--- src/rtl/ivc_pkg.sv ---
package ivc_pkg;
  localparam int CODE_W = 3;
  localparam int NSRC   = 6;  // index 0 = non-maskable (highest) .. 5 = timer
  typedef logic [CODE_W-1:0] code_t;

  function automatic code_t src_code_of(input int idx);
    case (idx)
      0:       src_code_of = 3'b111;
      1:       src_code_of = 3'b001;
      2:       src_code_of = 3'b010;
      3:       src_code_of = 3'b011;
      4:       src_code_of = 3'b100;
      5:       src_code_of = 3'b101;
      default: src_code_of = 3'b000;
    endcase
  endfunction

  function automatic logic rx_pick(input logic [1:0] sel, input logic full,
                                   input logic avail, input logic active);
    case (sel)
      2'b00:   rx_pick = full;
      2'b01:   rx_pick = avail;
      2'b11:   rx_pick = active;
      default: rx_pick = 1'b0;
    endcase
  endfunction

  function automatic logic [NSRC-1:0] first_one(input logic [NSRC-1:0] req);
    logic found;
    first_one = '0;
    found = 1'b0;
    for (int i = 0; i < NSRC; i++) begin
      if (req[i] && !found) begin
        first_one[i] = 1'b1;
        found = 1'b1;
      end
    end
  endfunction
endpackage

--- src/rtl/ivc_nmi_latch.sv ---
module ivc_nmi_latch (
  input  logic clk,
  input  logic rst_n,
  input  logic pin_n,
  input  logic clr,
  output logic pend
);
  logic prev_q;
  logic fell;

  assign fell = prev_q & ~pin_n;

  always_ff @(posedge clk or negedge rst_n) begin
    if (!rst_n) begin
      prev_q <= 1'b1;
      pend   <= 1'b0;
    end else begin
      prev_q <= pin_n;
      if (fell)     pend <= 1'b1;
      else if (clr) pend <= 1'b0;
    end
  end
endmodule

--- src/rtl/ivc_req_gate.sv ---
module ivc_req_gate #(
  parameter int NMASK = 5
) (
  input  logic             gie,
  input  logic [NMASK-1:0] mask,
  input  logic [NMASK-1:0] raw,
  input  logic             nmi,
  output logic [NMASK:0]   req
);
  assign req[0] = nmi;
  for (genvar g = 0; g < NMASK; g++) begin : g_src
    assign req[g+1] = gie & mask[g] & raw[g];
  end
endmodule

--- src/rtl/ivc_arbiter.sv ---
module ivc_arbiter
  import ivc_pkg::*;
#(
  parameter int N = NSRC
) (
  input  logic [N-1:0] req,
  output logic [N-1:0] grant,
  output logic         any,
  output code_t        code
);
  assign grant = first_one(req);
  assign any   = |req;

  always_comb begin
    code = '0;
    for (int i = 0; i < N; i++) begin
      if (grant[i]) code = code | src_code_of(i);
    end
  end
endmodule

--- src/rtl/irq_vector_ctrl.sv ---
module irq_vector_ctrl
  import ivc_pkg::*;
#(
  parameter int BASE_W = 8,
  parameter int NMASK  = 5,
  parameter int RSEL_W = 2
) (
  input  logic                clk,
  input  logic                rst_n,
  input  logic                nmi_n,
  input  logic                ext_req_n,
  input  logic                rx_full,
  input  logic                rx_avail,
  input  logic                rx_active,
  input  logic                tx_empty,
  input  logic                line_turn,
  input  logic                tmr_zero,
  input  logic                sample,
  input  logic                gie_set,
  input  logic                gie_clr,
  input  logic                cfg_we,
  input  logic [NMASK-1:0]    cfg_mask,
  input  logic [RSEL_W-1:0]   cfg_rsel,
  input  logic [BASE_W-1:0]   cfg_base,
  output logic                take,
  output logic [BASE_W+7:0]   vec_addr,
  output logic [CODE_W-1:0]   src_code
);
  localparam int ADDR_W = BASE_W + 8;
  localparam int NREQ   = NMASK + 1;

  function automatic logic [ADDR_W-1:0] make_vec(input logic [BASE_W-1:0] b,
                                                 input code_t c);
    make_vec = '0;
    make_vec[ADDR_W-1 -: BASE_W] = b;
    make_vec[2 +: CODE_W] = c;
  endfunction

  // Named internal events, visible to the bound checker
  logic               gie_q;
  logic [NMASK-1:0]   mask_q;
  logic [RSEL_W-1:0]  rsel_q;
  logic [BASE_W-1:0]  base_q;
  logic               nmi_pend;
  logic               rx_ev;
  logic               take_now;
  logic               nmi_taken;
  logic [NMASK-1:0]   raw;
  logic [NREQ-1:0]    req;
  logic [NREQ-1:0]    grant;
  logic               any_req;
  code_t              win_code;

  assign rx_ev = rx_pick(rsel_q[1:0], rx_full, rx_avail, rx_active);
  assign raw   = {tmr_zero, ~ext_req_n, line_turn, tx_empty, rx_ev};

  ivc_nmi_latch u_nmi (
    .clk   (clk),
    .rst_n (rst_n),
    .pin_n (nmi_n),
    .clr   (nmi_taken),
    .pend  (nmi_pend)
  );

  ivc_req_gate #(.NMASK(NMASK)) u_gate (
    .gie  (gie_q),
    .mask (mask_q),
    .raw  (raw),
    .nmi  (nmi_pend),
    .req  (req)
  );

  ivc_arbiter #(.N(NREQ)) u_arb (
    .req   (req),
    .grant (grant),
    .any   (any_req),
    .code  (win_code)
  );

  assign take_now  = sample & any_req;
  assign nmi_taken = take_now & grant[0];

  always_ff @(posedge clk or negedge rst_n) begin
    if (!rst_n) begin
      gie_q  <= 1'b0;
      mask_q <= '0;
      rsel_q <= '0;
      base_q <= '0;
    end else begin
      if (take_now)     gie_q <= 1'b0;
      else if (gie_clr) gie_q <= 1'b0;
      else if (gie_set) gie_q <= 1'b1;
      if (cfg_we) begin
        mask_q <= cfg_mask;
        rsel_q <= cfg_rsel;
        base_q <= cfg_base;
      end
    end
  end

  always_ff @(posedge clk or negedge rst_n) begin
    if (!rst_n) begin
      take     <= 1'b0;
      vec_addr <= '0;
      src_code <= '0;
    end else begin
      take <= take_now;
      if (take_now) begin
        vec_addr <= make_vec(base_q, win_code);
        src_code <= win_code;
      end
    end
  end
endmodule


--- config.mk ---
export PLATFORM = sky130hd
export DESIGN_NAME = irq_vector_ctrl
export DESIGN_NICKNAME = d
export VERILOG_FILES = /design/src/rtl/ivc_pkg.sv /design/src/rtl/ivc_nmi_latch.sv /design/src/rtl/ivc_req_gate.sv /design/src/rtl/ivc_arbiter.sv /design/src/rtl/irq_vector_ctrl.sv
export SDC_FILE = /design/constraint.sdc
export NUM_CORES = 1
export LEC_CHECK = 0
export ABC_CLOCK_PERIOD_IN_PS = 2150
export BUFFER_PORTS_ARGS = -buffer_cell sky130_fd_sc_hd__buf_2
export CAP_MARGIN = 20
export CELL_PAD_IN_SITES_DETAIL_PLACEMENT = 0
export CELL_PAD_IN_SITES_GLOBAL_PLACEMENT = 1
export CORE_MARGIN = 2
export CORE_UTILIZATION = 36
export DETAILED_ROUTE_END_ITERATION = 16
export PLACE_DENSITY = 0.82
export SYNTH_ARGS = -nofsm -noshare
export SYNTH_HDL_FRONTEND = slang
export SYNTH_SLANG_ARGS = --single-unit
--- constraint.sdc ---
create_clock -name clk -period 2.15 [get_ports clk]
set_clock_uncertainty 0.15 [all_clocks]
set_input_delay 0.215 -clock clk [delete_from_list [all_inputs] [get_ports clk]]
set_output_delay 0.215 -clock clk [all_outputs]
set_load 0.05 [all_outputs]
==> results of run 1 <==
## area by class of cell
class | instances | area, µm² | area share
Sequential cell | 30 | 752 | 0.424
Tap cell | 46 | 57.6 | 0.0325
Inverter | 2 | 7.51 | 0.00423
Clock inverter | 1 | 5.00 | 0.00282
Clock buffer | 7 | 55.1 | 0.0311
Timing Repair Buffer | 62 | 405 | 0.229
Multi-Input combinational cell | 55 | 490 | 0.277
## sequential cells by signal, summed over array words and instances (netlist names)
signal / count
base_q: 8
gie_q: 1
mask_q: 5
rsel_q: 2
src_code: 2
take: 1
u_nmi.pend: 1
u_nmi.prev_q: 1
vec_addr: 9
## path summary, 6_finish.rpt
check | from | end | cells after the start
hold reg to reg | base_q[3]$_DFFE_PN0P_ | vec_addr[11]$_DFFE_PN0P_ | 1
setup reg to reg | rsel_q[1]$_DFFE_PN0P_ | vec_addr[12]$_DFFE_PN0P_ | 5
hold / removal | sample | vec_addr[4]$_DFFE_PN0P_ | 4
setup / recovery | rsel_q[1]$_DFFE_PN0P_ | vec_addr[12]$_DFFE_PN0P_ | 5
min in group asynchronous | rst_n | base_q[4]$_DFFE_PN0P_ | 2
max in group asynchronous | rst_n | u_nmi.pend$_DFFE_PN0P_ | 2
## power groups by stage
stage | registers [mW] | clock network (mW) | logic (mW)
floorplan | 0.926 | 0 | 0.252
global placement | 0.723 | 0 | 0.558
detailed placement | 0.727 | 0 | 0.565
CTS | 0.718 | 0.356 | 0.591
global route | 0.731 | 0.380 | 0.619
finish | 0.717 | 0.344 | 0.585
## worst max-delay path, cell delays in order, from the launching register on
cell,delay (ps)
dfrtp_1,410
nor2b_1,150
o211a_4,180
a21oi_4,60
a31oi_4,480
mux2_2,400
## cell usage in the layout, fill, tap and decap left out, types with 5 or more instances in the layout
| cell type | Yosys | routed |
|---|---|---|
| nand2_1 | 8 | 8 |
| dlygate4sd3_1 | 0 | 19 |
| conb_1 | 1 | 5 |
| buf_2 | 1 | 43 |
| dfrtp_1 | 29 | 29 |
| mux2_2 | 18 | 18 |
| clkbuf_4 | 0 | 5 |
| mux2_4 | 6 | 6 |
## routing by layer
layer | share of wire | GRT usage | wire (µm) | vias to the layer above
met2 | 0.49 | 0.211 | 1230 | 31
met3 | 0.065 | 0.0538 | 162 | 0
met4 | 0 | 0.0399 | 0 | 0
met1 | 0.44 | 0.178 | 1100 | 423
met5 | 0 | 0 | 0 | -
li1 | - | - | - | 432
## kinds of logic (layout without fill, tap and decap cells)
kind of cell,Yosys count,after routing,share of synthesized area
flops,30,30,0.572
mux,25,25,0.230
simple gates,15,15,0.0504
buf+inv,13,72,0.0666
compound gates,10,10,0.0780
other cells,1,5,0.00285
==> impl_metrics.ini, run 1 <==
[logic_synthesis]
mappedNetlistArea_um2 = 1320
most_common_flop_cell_mapped_by_yosys = dfrtp_1
yosys_register_bits = 30
post-synth-top-area-fraction = 0.552
ys_top_cells_by_count = dfrtp_1, mux2_2, buf_4, nand2_1, mux2_4
synthesis.instances = 94
asyncSetResetFlopFracSynth = 1.00
synth.yosys.warnings = 0
post-synth-top-count-cell = dfrtp_1
netlist.top_cell.by_area = dfrtp_1
synth_area_leaders = dfrtp_1, mux2_2, mux2_4, buf_4, nand2_1
sequential_share_of_the_synthesized_area = 0.572
yosysUniqueCellTypes = 26
synth-edff-count = 0
synth.avg_cell_area_um2 = 14.0

[floorplan]
die_h_um = 64.4
placeableCoreArea_um2 = 3420
fp.dieArea_um2 = 4150
floorplan.initialDensity = 0.385
io_pins = 49
std_cell_rows = 21
die_w_um = 64.4

[sta]
fin_crit_ps = 1950
slew_viol_final = 0
final_critical_path_share_of_the_clock_period = 0.907
unrepaired_setup_endpoints_after_global_routing = false
timing.final.hold_violations = 0
fmax_mhz = 513
post-route-worst-setup-slack_ps = 200
worst-slew-pin-transition_ps = 660
setup-tns-final_ps = 0
finalHoldWorstSlack_ps = 114
worst_slew_margin_rel = 0.560
final_setup_violation_count = 0

[outcome]
run_status = completed

[grt]
largest_net_degree_at_the_start_of_global_routing = 31
grt.overflow.total = 0
grtUsageTotal = 0.136
grt_pass1_vias = 884
grt_first_pass_wirelength_um = 4240
grt_antenna_before_repair = 0

[pwr]
switching_share = 0.385
worst_ir_drop_vdd_mv = 0.536
share_comb_of_total_power = 0.356
static-leakage-power_nw = 0.845
netSwitchingPower_mw = 0.634
finalPower_mw = 1.65
share_seq_of_total_power = 0.436
power.clock.fraction = 0.209
power_per_cell_area_nw_per_um2 = 928
intPower_mw = 1.01

[cells_and_area]
diodes = 0
final_core_utilization = 0.519
fin_area_um2 = 1770
num-fill-cells = 308
fin_nets = 185
layoutNonFillerInstCount = 203
synthToLayoutAreaGrowth_pct = 34.8
layout-drive-gt1-share = 0.497

[clocking]
postCtsSetupBuffers = 0
cts.htree.levels = 2
clkSinkCount = 30
post_cts_resize_count = 0
clock_tree.buffer_depth = 2
cts.reportedPaths.clkPinSlew_ps = 90
clkLatencyLatePin_ps = 320
cts_root_buf = clkbuf_4
holdBufCountCts = 19
tritoncts.num_buffers = 5
cts_tree = done

[detailed_routing]
vias_per_cell = 4.36
detail_route.wl_per_cell_um = 12.3
ant_nets = 0
via_count = 886
initial_drt_pass_iterations = 3
post-route-drc-count = 0
wirelength_um = 2500
1st_iter_drt_viols = 22

[critical_path]
crit_fanout = 13
critical_path_required_ps = 2210
rrSetupSlack_ps = 200
arrival_time_of_data_at_the_critical_path_endpoint_ps = 2010
criticalPathCategory = flop to flop
cp-start-kind = flop
crit_path_end_kind = flop

[place]
dpl.cell_count = 176
port_buffers = 43
place.detailed.hpwl_um = 1780
postPlaceCellArea_um2 = 1520
pre_cts_ws_ps = 210
finalWeightedCongestion = 0.746

[worst_hold_path]
hold_class = input port to flop

[job]
timing.max_cap.violations = 0
No activity file was read; power rests on OpenSTA's default activity.
==> run 2, diff against run 1 <==
==> constraint.sdc (replaced) <==
create_clock -name clk -period 2.15 [get_ports clk]
set_clock_uncertainty 0.15 [all_clocks]
set_input_delay 0.1075 -clock clk [delete_from_list [all_inputs] [get_ports clk]]
set_output_delay 0.1075 -clock clk [all_outputs]
set_load 0.05 [all_outputs]
==> impl_metrics.ini, run 2 (same netlist as run 1, synthesis figures left out) <==
[critical_path]
crit_fanout = 13
critical_path_required_ps = 2210
crit_path_end_kind = flop
criticalPathCategory = flop to flop
arrival_time_of_data_at_the_critical_path_endpoint_ps = 2010
cp-start-kind = flop

[sta]
timing.final.hold_violations = 0
fin_crit_ps = 1950
final_setup_violation_count = 0
worst_slew_margin_rel = 0.560
unrepaired_setup_endpoints_after_global_routing = false
slew_viol_final = 0
final_critical_path_share_of_the_clock_period = 0.906
worst-slew-pin-transition_ps = 659
fmax_mhz = 513
setup-tns-final_ps = 0

[place]
dpl.cell_count = 176
finalWeightedCongestion = 0.746
postPlaceCellArea_um2 = 1520
port_buffers = 43
place.detailed.hpwl_um = 1780

[detailed_routing]
wl_met1_um = 1120
met3RoutedLength_um = 157
top_signal_layer_used = met3
post-route-drc-count = 0
wirelength_um = 2510
routed-wl-met2_um = 1230
ant_nets = 0
vias_per_cell = 4.33
initial_drt_pass_iterations = 3
detail_route.wl_per_cell_um = 12.3
1st_iter_drt_viols = 21
via_count = 884

[pwr]
switching_share = 0.385
share_seq_of_total_power = 0.435
worst_ir_drop_vdd_mv = 0.537
power.clock.fraction = 0.209
netSwitchingPower_mw = 0.634
power_per_cell_area_nw_per_um2 = 924
static-leakage-power_nw = 0.849
intPower_mw = 1.01
share_comb_of_total_power = 0.356

[job]
timing.max_cap.violations = 0

[cells_and_area]
layout-drive-gt1-share = 0.494
layoutNonFillerInstCount = 204
most-common-layout-cells = buf_2, dfrtp_1, dlygate4sd3_1
mostFrequentLayoutCell = buf_2
fin_area_um2 = 1780
diodes = 0
synthToLayoutAreaGrowth_pct = 35.6
largestRegisters = vec_addr: 9 flops, base_q: 8 flops, mask_q: 5 flops
fin_nets = 186
max_flop_register = vec_addr
largest_register_ffs = 9

[floorplan]
io_pins = 49
std_cell_rows = 21
placeableCoreArea_um2 = 3420
die_h_um = 64.4
fp.dieArea_um2 = 4150
die_w_um = 64.4
floorplan.initialDensity = 0.385

[grt]
grt_antenna_before_repair = 0
grt_pass1_vias = 896
grtUsageTotal = 0.137
grt_first_pass_wirelength_um = 4260
largest_net_degree_at_the_start_of_global_routing = 31
grt.overflow.total = 0

[outcome]
run_status = completed

[clocking]
tritoncts.num_buffers = 5
clock_tree.buffer_depth = 2
clkSinkCount = 30
cts.htree.levels = 2
cts.reportedPaths.clkPinSlew_ps = 90
clkLatencyLatePin_ps = 320
cts_tree = done
cts_root_buf = clkbuf_4
post_cts_resize_count = 0

[worst_hold_path]
hold_class = input port to flop
-- run 2: timing repair --
action / 4_1_cts / 5_1_grt
buffers inserted: 0 / 0
hold endpoints to repair: 48 / 0
hold buffers: 20 / 0
-- run 2: power groups by stage --
stage                     registers [mW]  clock network, mW  logic, mW
final                              0.717              0.344      0.587
after global routing               0.731              0.380      0.621
after CTS                          0.718              0.356      0.592
after detailed placement           0.727                  0      0.565
after global placement             0.723                  0      0.558
after floorplan                    0.926                  0      0.252
-- run 2: worst max-delay path: stages, from the launching register on --
cell and delay [ps]:
dfrtp_1 410, nor2b_1 150, o211a_4 180, a21oi_4 60
a31oi_4 480, mux2_2 400
-- run 2: per-stage QoR --
stage | power, mW | setup slack [ps] | hold WS [ps] | utilization
after floorplan | 1.18 | 440 | -338 | -
after global placement | 1.28 | 247 | 6.18 | 0.446
after detailed placement | 1.29 | 210 | 23.8 | 0.446
after CTS | 1.67 | 196 | 96.3 | 0.522
after global routing | 1.73 | 114 | 144 | 0.522
final | 1.65 | 202 | 107 | 0.522
-- run 2: final timing paths --
check / from / endpoint / slack [ps] / cells past startpoint
max in group asynchronous: rst_n / u_nmi.pend$_DFFE_PN0P_ / 1240 / 2
min in group asynchronous: rst_n / base_q[4]$_DFFE_PN0P_ / 190 / 2
max reg2reg: rsel_q[1]$_DFFE_PN0P_ / vec_addr[12]$_DFFE_PN0P_ / 200 / 5
max: rsel_q[1]$_DFFE_PN0P_ / vec_addr[12]$_DFFE_PN0P_ / 200 / 5
min reg2reg: base_q[3]$_DFFE_PN0P_ / vec_addr[11]$_DFFE_PN0P_ / 360 / 1
min: tx_empty / src_code[0]$_DFFE_PN0P_ / 110 / 5
-- run 2: cell type report --
| class | instances | area [µm²] |
|---|---|---|
| fillers | 307 | 1630 |
| flip-flops and latches | 30 | 752 |
| multi-input cells | 55 | 490 |
| repair buffers | 63 | 415 |
| well taps | 46 | 57.6 |
| clock buffers | 7 | 55.1 |
| inverters | 2 | 7.51 |
| clock inverters | 1 | 5.00 |
-- run 2: routing by layer --
metal,global-route usage,vias up
li1,-,433
met1,0.178,420
met2,0.214,31
met3,0.0538,0
met4,0.0399,0
met5,0,-
==> run 3, diff against run 2 <==
Settings changed: BUFFER_PORTS_ARGS -buffer_cell sky130_fd_sc_hd__buf_2 to default, CAP_MARGIN 20 to 15, CORE_MARGIN 2 to default, DONT_BUFFER_PORTS from default to 1, PLACE_DENSITY 0.82 to 0.67.
==> impl_metrics.ini, run 3 (same netlist as run 1, synthesis figures left out) <==
[outcome]
run_status = completed

[detailed_routing]
via_count = 820
initial_drt_pass_iterations = 4
ant_nets = 0
post-route-drc-count = 0
vias_per_cell = 4.51
1st_iter_drt_viols = 20
detail_route.wl_per_cell_um = 14.1
wirelength_um = 2570

[sta]
fin_crit_ps = 1860
timing.final.hold_violations = 0
setup-tns-final_ps = 0
final_critical_path_share_of_the_clock_period = 0.863
unrepaired_setup_endpoints_after_global_routing = false
worst-slew-pin-transition_ps = 502
final_setup_violation_count = 0
post-route-worst-setup-slack_ps = 295
fmax_mhz = 539
worst_slew_margin_rel = 0.665
slew_viol_final = 0

[critical_path]
cp-start-kind = flop
timing.rr.start = rsel_q[1]$_DFFE_PN0P_
timing.critical_path.max_delay_family = compound AO/OA/AOI/OAI gates
crit_path_end_kind = flop
crit_slowest_cell = dfrtp_1
critical_path_required_ps = 2220
setup.worst_path.start = rsel_q[1]$_DFFE_PN0P_
timing.critical_path.cells = nor2b_1 > o211a_4 > a21oi_4 > a31oi_4 > buf_4 > mux2_2
crit_fanout = 13
cp.buffers_inverters = 1
critical_path.max_stage_delay_ps = 410
criticalPathCategory = flop to flop
arrival_time_of_data_at_the_critical_path_endpoint_ps = 1930

[place]
finalWeightedCongestion = 0.753
port_buffers = 0
place.detailed.hpwl_um = 1530
pre_cts_ws_ps = 313

[grt]
grt_first_pass_wirelength_um = 4400
grt_pass1_vias = 925
grtUsageTotal = 0.154
grt.overflow.total = 0
largest_net_degree_at_the_start_of_global_routing = 31
grt_antenna_before_repair = 0

[job]
timing.max_cap.violations = 0

[cells_and_area]
largestRegisters = vec_addr: 9 flops, base_q: 8 flops, mask_q: 5 flops
num-fill-cells = 312
most-common-layout-cells = dlygate4sd3_1, dfrtp_1, mux2_2
largest_register_ffs = 9
diodes = 0
max_flop_register = vec_addr
mostFrequentLayoutCell = dlygate4sd3_1
layout-drive-gt1-share = 0.294
fin_nets = 164
synthToLayoutAreaGrowth_pct = 35.2

[pwr]
worst_ir_drop_vdd_mv = 0.522
static-leakage-power_nw = 0.777
power_per_cell_area_nw_per_um2 = 913

[clocking]
cts.reportedPaths.clkPinSlew_ps = 90
clkLatencyLatePin_ps = 330
cts_root_buf = clkbuf_4
clock_tree.buffer_depth = 2
tritoncts.num_buffers = 5
postCtsSetupBuffers = 0
cts_tree = done
clkSinkCount = 30
post_cts_resize_count = 0
cts.htree.levels = 2

[floorplan]
std_cell_rows = 21
die_h_um = 62.4
fp.dieArea_um2 = 3900
placeableCoreArea_um2 = 3420
io_pins = 49
floorplan.initialDensity = 0.385
die_w_um = 62.4

[worst_hold_path]
hp-start = line_turn
hold_class = input port to flop
## run 3: cell count changes in the layout (fill, tap and decap cells not counted)
| cell | delta |
|---|---|
| buf_4 | +4 |
| buf_2 | -43 |
| buf_12 | +1 |
| dlygate4sd3_1 | +16 |
## run 3: worst min-delay path: cells and delay by family
family / cells / cell delay [ps]
AOI/OAI and AO/OA: 1 / 60
and+or+nand+nor: 4 / 320
## run 3: power by group
| group | switching, mW | internal, mW |
|---|---|---|
| registers | 0.230 | 0.653 |
| clock network | 0.185 | 0.158 |
| logic | 0.205 | 0.193 |
## run 3: cell type report
cell class / count / area (µm²) / share of cell area
Multi-Input combinational cell: 55 / 490 / 0.276
Timing Repair Buffer: 41 / 410 / 0.231
Clock buffer: 7 / 55.1 / 0.0310
Sequential cell: 30 / 752 / 0.423
Clock inverter: 1 / 5.00 / 0.00281
Inverter: 2 / 7.51 / 0.00422
Tap cell: 46 / 57.6 / 0.0324
## run 3: per-layer routing
layer  up-vias  part of all wire  global-route usage
met2        31              0.48               0.236
met3         5             0.088              0.0931
met4         0             0.021              0.0698
met5         -                 0                   0
li1        396                 -                   -
met1       388              0.41               0.169
## run 3: worst paths after layout
kind | endpoint | slack (ps) | cells past startpoint
setup reg to reg | vec_addr[11]$_DFFE_PN0P_ | 290 | 6
hold reg to reg | vec_addr[10]$_DFFE_PN0P_ | 360 | 1
max in group asynchronous | u_nmi.prev_q$_DFF_PN1_ | 1570 | 2
min in group asynchronous | base_q[5]$_DFFE_PN0P_ | 50 | 2
setup / recovery | vec_addr[11]$_DFFE_PN0P_ | 290 | 6
hold / removal | vec_addr[4]$_DFFE_PN0P_ | 40 | 5
## run 3: through the flow
step	area, µm²	cells	hold slack (ps)	total power [mW]	utilization
global placement	1340	137	-337	1.20	0.392
CTS	1780	182	26.5	1.65	0.521
finish	1780	182	41.9	1.62	0.521
floorplan	1330	98	-338	1.18	-
detailed placement	1340	137	-338	1.21	0.392
global route	1780	182	44.1	1.71	0.521
## run 3: what timing repair did
item                                    4_1_cts  5_1_grt
endpoints found under the setup margin        0        0
hold endpoints to repair                     51        0
hold buffers                                 37        0
